$ cat src/rtl/dcs_pkg.sv
package dcs_pkg;
  localparam int WORD_W = 32;
  localparam int CNT_W  = 16;
  localparam int ST_W   = 16;
  localparam int SEL_W  = 8;
  localparam int NCOND  = 3;  // 0: interrupt, 1: branch, 2: wait

  localparam int B_RUN   = 15;
  localparam int B_PAUSE = 14;
  localparam int B_FLUSH = 13;
  localparam int B_WAKE  = 12;
  localparam int B_DEAD  = 11;
  localparam int B_ACT   = 10;
  localparam int B_BT    = 8;
  localparam logic [ST_W-1:0] CTL_WR_MASK = 16'hF0FF;

  typedef enum logic [1:0] {M_NEVER, M_IF_T, M_IF_F, M_ALWAYS} cmode_t;

  typedef enum logic [2:0] {
    S_IDLE, S_FETCH, S_DECODE, S_XREQ, S_XWAIT, S_HOLD, S_WB, S_POST
  } seq_st_t;
endpackage

$ cat src/rtl/dcs_cond.sv
module dcs_cond
  import dcs_pkg::*;
(
  input  logic [1:0]       mode,
  input  logic [SEL_W-1:0] sel,
  input  logic [3:0]       devstat,
  output logic             hit
);
  logic match;
  always_comb begin
    match = ((devstat & sel[7:4]) == (sel[3:0] & sel[7:4]));
    case (cmode_t'(mode))
      M_NEVER:  hit = 1'b0;
      M_IF_T:   hit = match;
      M_IF_F:   hit = !match;
      default:  hit = 1'b1;
    endcase
  end
endmodule

$ cat src/rtl/dcs_status.sv
module dcs_status
  import dcs_pkg::*;
(
  input  logic            clk,
  input  logic            rst_n,
  input  logic            ctl_we,
  input  logic [ST_W-1:0] ctl_mask,
  input  logic [ST_W-1:0] ctl_value,
  input  logic            clr_wake,
  input  logic            clr_flush,
  input  logic            do_stop,
  input  logic            do_kill,
  input  logic            set_bt,
  input  logic            clr_bt,
  output logic [ST_W-1:0] st
);
  logic [ST_W-1:0] nx, m;

  always_comb begin
    nx = st;
    m  = ctl_mask & CTL_WR_MASK;
    if (ctl_we) begin
      nx = (ctl_value & m) | (st & ~m);
      if (nx[B_WAKE]) nx[B_ACT] = 1'b1;
      if (nx[B_RUN]) begin
        nx[B_ACT]  = 1'b1;
        nx[B_DEAD] = 1'b0;
      end
      if (nx[B_PAUSE]) nx[B_ACT] = 1'b0;
      if (st[B_RUN] && !nx[B_RUN]) begin
        nx[B_ACT]  = 1'b0;
        nx[B_DEAD] = 1'b0;
      end
    end
    if (clr_wake)  nx[B_WAKE]  = 1'b0;
    if (clr_flush) nx[B_FLUSH] = 1'b0;
    if (do_stop) begin
      nx[B_ACT]   = 1'b0;
      nx[B_DEAD]  = 1'b0;
      nx[B_FLUSH] = 1'b0;
    end
    if (do_kill) begin
      nx[B_DEAD] = 1'b1;
      nx[B_ACT]  = 1'b0;
    end
    if (set_bt) nx[B_BT] = 1'b1;
    if (clr_bt) nx[B_BT] = 1'b0;
  end

  always_ff @(posedge clk) begin
    if (!rst_n) st <= '0;
    else        st <= nx;
  end


  kill_dead_chk: assert property (@(posedge clk) disable iff (!rst_n)
    do_kill |=> (st[B_DEAD] && !st[B_ACT]));


  stop_clear_chk: assert property (@(posedge clk) disable iff (!rst_n)
    do_stop |=> (!st[B_ACT] && !st[B_DEAD] && !st[B_FLUSH]));
endmodule

$ cat src/rtl/desc_chain_seq.sv
module desc_chain_seq
  import dcs_pkg::*;
#(
  parameter int ADDR_W = 32
) (
  input  logic                 clk,
  input  logic                 rst_n,
  input  logic                 ctl_we,
  input  logic [ST_W-1:0]      ctl_mask,
  input  logic [ST_W-1:0]      ctl_value,
  input  logic                 cp_we,
  input  logic [ADDR_W-1:0]    cp_wdata,
  input  logic [SEL_W-1:0]     int_sel,
  input  logic [SEL_W-1:0]     br_sel,
  input  logic [SEL_W-1:0]     wait_sel,
  output logic [ST_W-1:0]      status,
  output logic [ADDR_W-1:0]    cmd_ptr,
  output logic                 irq,
  input  logic                 irq_ack,
  output logic                 mem_req_valid,
  input  logic                 mem_req_ready,
  output logic                 mem_req_we,
  output logic [ADDR_W-1:0]    mem_req_addr,
  output logic [WORD_W-1:0]    mem_req_wdata,
  input  logic                 mem_rsp_valid,
  input  logic [WORD_W-1:0]    mem_rsp_data,
  output logic                 xfer_valid,
  input  logic                 xfer_ready,
  output logic                 xfer_to_mem,
  output logic                 xfer_last,
  output logic [2:0]           xfer_key,
  output logic [ADDR_W-1:0]    xfer_addr,
  output logic [CNT_W-1:0]     xfer_len,
  input  logic                 done_valid,
  input  logic [CNT_W-1:0]     done_residual
);
  localparam int          FETCH_N = 3;
  localparam logic [1:0]  LAST_RD = 2'(FETCH_N - 1);
  localparam int          DESC_B  = 16;

  seq_st_t state;
  logic [1:0] rq_n, rs_n;
  logic [WORD_W-1:0] w0, w1, w2;
  logic [CNT_W-1:0]  resid;
  logic [3:0] op;
  logic [2:0] key;
  logic [NCOND-1:0][1:0]       modes;
  logic [NCOND-1:0][SEL_W-1:0] sels;
  logic [NCOND-1:0]            hit;
  logic running, io_bad, bad_cmd;
  logic clr_wake, clr_flush, do_stop, do_kill, set_bt, clr_bt, raise;
  logic unused_bits;

  assign op      = w0[31:28];
  assign key     = w0[26:24];
  assign modes   = {w0[17:16], w0[19:18], w0[21:20]};
  assign sels    = {wait_sel, br_sel, int_sel};
  assign running = status[B_RUN] && status[B_ACT];
  assign io_bad  = (key > 3'd3) || (w1 == '0);
  assign bad_cmd = (op <= 4'd3) ? io_bad : (op != 4'd6 && op != 4'd7);
  assign unused_bits = ^{w0[27], w0[23:22], w2[3:0]};

  for (genvar g = 0; g < NCOND; g++) begin : g_cond
    dcs_cond u_cond (
      .mode(modes[g]), .sel(sels[g]), .devstat(status[3:0]), .hit(hit[g])
    );
  end

  assign clr_wake  = (state == S_IDLE) && running;
  assign do_kill   = (state == S_DECODE) && bad_cmd;
  assign do_stop   = (state == S_DECODE) && (op == 4'd7);
  assign clr_flush = (state == S_POST) && (op == 4'd1 || op == 4'd3);
  assign set_bt    = (state == S_POST) && hit[1];
  assign clr_bt    = (state == S_POST) && !hit[1];
  assign raise     = do_kill || ((state == S_POST) && hit[0]);

  dcs_status u_status (
    .clk, .rst_n, .ctl_we, .ctl_mask, .ctl_value,
    .clr_wake, .clr_flush, .do_stop, .do_kill, .set_bt, .clr_bt,
    .st(status)
  );

  always_comb begin
    mem_req_valid = ((state == S_FETCH) && (rq_n != 2'(FETCH_N))) || (state == S_WB);
    mem_req_we    = (state == S_WB);
    mem_req_addr  = (state == S_WB) ? cmd_ptr + ADDR_W'(12)
                                    : cmd_ptr + ADDR_W'({rq_n, 2'b00});
    mem_req_wdata = {status, resid};
    xfer_valid    = (state == S_XREQ);
    xfer_to_mem   = op[1];
    xfer_last     = op[0];
    xfer_key      = key;
    xfer_addr     = w1[ADDR_W-1:0];
    xfer_len      = w0[CNT_W-1:0];
  end

  always_ff @(posedge clk) begin
    if (!rst_n) begin
      state <= S_IDLE;
      rq_n  <= '0;
      rs_n  <= '0;
      w0    <= '0;
      w1    <= '0;
      w2    <= '0;
      resid <= '0;
      cmd_ptr <= '0;
      irq   <= 1'b0;
    end else begin
      if (raise)        irq <= 1'b1;
      else if (irq_ack) irq <= 1'b0;

      if (state == S_POST)
        cmd_ptr <= hit[1] ? {w2[ADDR_W-1:4], 4'b0000} : cmd_ptr + ADDR_W'(DESC_B);
      else if (cp_we && !status[B_RUN] && !status[B_ACT])
        cmd_ptr <= {cp_wdata[ADDR_W-1:4], 4'b0000};

      case (state)
        S_IDLE: begin
          rq_n <= '0;
          rs_n <= '0;
          if (running) state <= S_FETCH;
        end
        S_FETCH: begin
          if (mem_req_valid && mem_req_ready) rq_n <= rq_n + 2'd1;
          if (mem_rsp_valid) begin
            rs_n <= rs_n + 2'd1;
            case (rs_n)
              2'd0:    w0 <= mem_rsp_data;
              2'd1:    w1 <= mem_rsp_data;
              default: w2 <= mem_rsp_data;
            endcase
            if (rs_n == LAST_RD) state <= S_DECODE;
          end
        end
        S_DECODE: begin
          resid <= '0;
          if (bad_cmd || op == 4'd7) state <= S_IDLE;
          else if (op <= 4'd3)       state <= S_XREQ;
          else                       state <= S_HOLD;
        end
        S_XREQ:  if (xfer_ready) state <= S_XWAIT;
        S_XWAIT: if (done_valid) begin
          resid <= done_residual;
          state <= S_HOLD;
        end
        S_HOLD:  if (!hit[2]) state <= S_WB;
        S_WB:    if (mem_req_ready) state <= S_POST;
        default: state <= S_IDLE;
      endcase
    end
  end


  irq_level_chk: assert property (@(posedge clk) disable iff (!rst_n)
    (irq && !irq_ack) |=> irq);


  ptr_lock_chk: assert property (@(posedge clk) disable iff (!rst_n)
    (cp_we && (status[B_RUN] || status[B_ACT]) && state != S_POST)
      |=> (cmd_ptr == $past(cmd_ptr)));


  memreq_hold_chk: assert property (@(posedge clk) disable iff (!rst_n)
    (mem_req_valid && !mem_req_ready) |=> (mem_req_valid && $stable(mem_req_addr)));


  xfer_hold_chk: assert property (@(posedge clk) disable iff (!rst_n)
    (xfer_valid && !xfer_ready) |=> (xfer_valid && $stable(xfer_addr) && $stable(xfer_len)));


  branch_bt_chk: assert property (@(posedge clk) disable iff (!rst_n)
    (state == S_POST && hit[1]) |=> status[B_BT]);
endmodule

$ cat config.mk
export PLATFORM = sky130hd
export DESIGN_NAME = desc_chain_seq
export DESIGN_NICKNAME = d
export VERILOG_FILES = /design/src/rtl/dcs_pkg.sv /design/src/rtl/dcs_cond.sv /design/src/rtl/dcs_status.sv /design/src/rtl/desc_chain_seq.sv
export SDC_FILE = /design/constraint.sdc
export NUM_CORES = 1
export LEC_CHECK = 0
export BUFFER_PORTS_ARGS = -buffer_cell sky130_fd_sc_hd__buf_2
export CAP_MARGIN = 20
export CORE_UTILIZATION = 44
export DETAILED_ROUTE_END_ITERATION = 10
export GPL_ROUTABILITY_DRIVEN = 0
export PLACE_DENSITY = 0.74
export SYNTH_ARGS = -nofsm -noshare
export SYNTH_HDL_FRONTEND = slang
export SYNTH_SLANG_ARGS = --single-unit
$ cat constraint.sdc
create_clock -name clk -period 1.8 [get_ports clk]
set_input_delay 0.27 -clock clk [delete_from_list [all_inputs] [get_ports clk]]
set_output_delay 0.27 -clock clk [all_outputs]
set_load 0.01 [all_outputs]
==> out/qor.yml <==
status:
  status: "finished, violations left"
  violations: "negative setup slack"
detailed_routing:
  totalWireLength_mm: 27.2
  dr.pass1.iters: 5
  drt.antenna.violating_nets: 0
  drc_errors: 0
  num_vias: 8598
  viasPerCell: 5.40
  avgRoutedWirePerCell_um: 17.1
  initialDrtViolationCount: 762
setup_path:
  worstSetupEndpoint: "cmd_ptr[31]$_SDFFE_PN0P_"
  crit_arrival_ps: 2280
  worst-path-max-fanout: 8
  r2r_cells: 8
  critical_path.slowest_cell: "dfxtp_2"
  reg2reg_to: "cmd_ptr[31]$_SDFFE_PN0P_"
  critPathRequiredTime_ps: 2130
  crit_chain: "xor2_1 > a22oi_2 > nand2_4 > buf_6 > mux2i_4 > buf_6 > o31a_1 > o32ai_2"
  r2r_slack_ps: -140
  reg2reg_from: "u_status.st[3]$_SDFFE_PN0P_"
  crit_start: "u_status.st[3]$_SDFFE_PN0P_"
  end_kind: "flop"
  cp_common_cell: "buf_6"
  max_stage_delay_ps: 320
  critPathLaunchType: "flop"
  path_class: "reg -> reg"
clock_tree:
  cts_root_buf: "clkbuf_16"
  cts_tree: "done"
  numCtsBuffers: 17
  path_clk_slew_ps: 60
  clock_latency_ps: 420
  clkSinkCount: 156
  cts_hold_buf: 0
  cts_max_level: 4
  clockBufferDepth: 2
yosys:
  yosys_warnings: 0
  async_reset_ff_frac: 0
  yosysSeqAreaShare: 0.401
  ys_ff_latch: 156
  synth_top_area_frac: 0.401
  yosysMostFrequentCell: "nand2_1"
  ys_top_cells_by_count: "283 x nand2_1, 156 x dfxtp_1, 149 x a21oi_1"
  synth_ff_type: "dfxtp_1"
  yosys-top-cells-area: "dfxtp_1 40%, nand2_1 14%, a21oi_1 9.6%, buf_4 4.3%, nand3_1 3.0%"
  netlist_instances: 1041
  yosys.area.top_type: "dfxtp_1"
  netlist_area_mm2: 0.00779
  synth_edf_count: 0
  synth_cell_type_count: 68
  synth.avg_cell_area_um2: 7.48
cells_and_area:
  antenna_cells: 0
  multi_input_area_mm2: 0.00444
  synthToLayoutAreaGrowth_pct: 42.3
  final_layout_size_suffix_gt1_frac: 0.404
  fillers: 1455
  nets: 1506
  regArea_mm2: 0.00316
timing:
  fin_ws_ps: -145
  setup_viol: 27
  max_freq_mhz: 514
  fin_tns_setup_ps: -2050
  tightest_slew_ps: 669
  post-route-period-util: 1.08
  hold_violations: 0
  relSlewSlack: 0.553
  fin_crit_ps: 1940
  grt_setup_unrepaired: "true"
  slew_viol_final: 0
  fin_skew_ps: 8.75
floorplanning:
  initial_core_util: 0.450
  num_rows: 48
  io_pins: 314
  die_area_mm2: 0.0182
  die_x_um: 135
  die_h_um: 135
  core-area_mm2: 0.0173
placement:
  hpwl_mm: 19.1
  port_buffers: 293
global_route:
  grt_overflow_total: 0
  grt_pass1_wl_mm: 40.7
  grt_use_total: 0.287
  grt_pass1_vias: 7759
  antenna_found_initial: 0
  grt_max_degree: 42
pwr:
  p_leak_nw: 4.88
  p_total_mw: 8.45
  p_per_area_mw_per_mm2: 763
  irDropWorstVdd_uv: 693
run:
  cap_violations: 0
min_path:
  hold_class: "in -> reg"
[routing by layer]
layer | track usage | share of wire | wire length (µm)
met5 | 0 | 0 | 0
met4 | 0.104 | 0.029 | 782
met1 | 0.391 | 0.43 | 11800
met3 | 0.0571 | 0.079 | 2140
met2 | 0.448 | 0.46 | 12500
[timing repair]
item | CTS | global route
setup endpoints to repair | 33 | 36
resized for setup | 79 | 56
pin swaps | 58 | 33
gates cloned | 2 | 0
endpoints found under the hold margin | 0 | 0
setup buffers | 10 | 11
[layout by cell type, fill, tap and decap left out, drive strengths merged, types with 3 or more instances in the layout]
cell | synthesis | routed
a211oi | 7 | 7
a21o | 4 | 4
a21oi | 149 | 149
a221oi | 4 | 4
a22oi | 9 | 9
a311oi | 5 | 5
a31oi | 7 | 7
and2 | 8 | 8
and3 | 10 | 10
buf | 56 | 407
bufinv | 0 | 5
clkbuf | 65 | 18
clkinvlp | 0 | 5
conb | 1 | 9
dfxtp | 156 | 156
ha | 6 | 6
inv | 8 | 9
mux2 | 3 | 4
mux2i | 11 | 11
nand2 | 284 | 284
nand2b | 6 | 6
nand3 | 47 | 47
nand4 | 11 | 11
nor2 | 46 | 46
nor2b | 4 | 4
nor3 | 10 | 10
nor3b | 3 | 3
nor4 | 14 | 14
o211ai | 3 | 3
o21ai | 41 | 41
xnor2 | 15 | 15
xor2 | 14 | 14
[worst max-delay path: cells and delay by family, from the launching register on]
kind	cells	cell delay (ps)
AO/OA/AOI/OAI	3	710
AND/OR/NAND/NOR	1	140
buffers and inverters	2	320
XOR/XNOR	1	160
flip-flops	1	320
multiplexers	1	200
[registers in the layout, summed over array words and instances (netlist names)]
signal       flops
xfer_addr       32
w2              28
rq_n             2
resid           16
cmd_ptr         28
u_status.st     15
rs_n             2
irq              1
state            3
w0              29
[final cells by class]
cell class | count | area share
Clock buffer | 18 | 0.0387
Clock inverter | 12 | 0.0178
Inverter | 9 | 0.00327
Multi-Input combinational cell | 764 | 0.400
Sequential cell | 156 | 0.285
Tap cell | 225 | 0.0254
Timing Repair Buffer | 407 | 0.229
[cell families after synthesis]
kind of cell / Yosys count / share of synthesized area
AO/OA/AOI/OAI: 254 / 0.189
XOR/XNOR: 29 / 0.0326
adder cells (fa/ha/maj): 6 / 0.00964
buffers and inverters: 130 / 0.0913
flip-flops: 156 / 0.401
multiplexers: 14 / 0.0190
other: 1 / 0.000482
AND/OR/NAND/NOR: 451 / 0.257
[worst min-delay path by stage]
stage	startpoint	end	slack, ps	cells past startpoint
2_1_floorplan	mem_rsp_data[17]	w2[17]$_SDFFE_PN0P_	410	2
3_3_place_gp	resid[9]$_SDFFE_PN0P_	resid[9]$_SDFFE_PN0P_	440	2
3_5_place_dp	resid[7]$_SDFFE_PN0P_	resid[7]$_SDFFE_PN0P_	440	2
4_1_cts	mem_rsp_data[3]	w0[3]$_SDFFE_PN0P_	80	3
5_1_grt	mem_rsp_data[3]	w0[3]$_SDFFE_PN0P_	100	3
6_report	mem_rsp_data[3]	w0[3]$_SDFFE_PN0P_	100	3
[metrics by stage]
step | area (µm²) | setup WS [ps] | utilization | hold slack (ps) | instances
finish | 11100 | -145 | 0.641 | 98.6 | 1591
global route | 11100 | -204 | 0.641 | 99.3 | 1591
CTS | 10700 | -132 | 0.620 | 82.7 | 1580
detailed placement | 9740 | -341 | 0.563 | 440 | 1539
global placement | 9740 | -287 | 0.563 | 436 | 1538
floorplan | 7880 | -3.17 | - | 406 | 1049
[power breakdown]
part	internal, mW	total, mW	switching, mW	leakage, nW
Combinational	0.450	1.02	0.572	3.31
Sequential	3.52	3.57	0.0540	1.27
Clock	2.44	3.86	1.42	0.290
(Power assumes the default switching activity.)
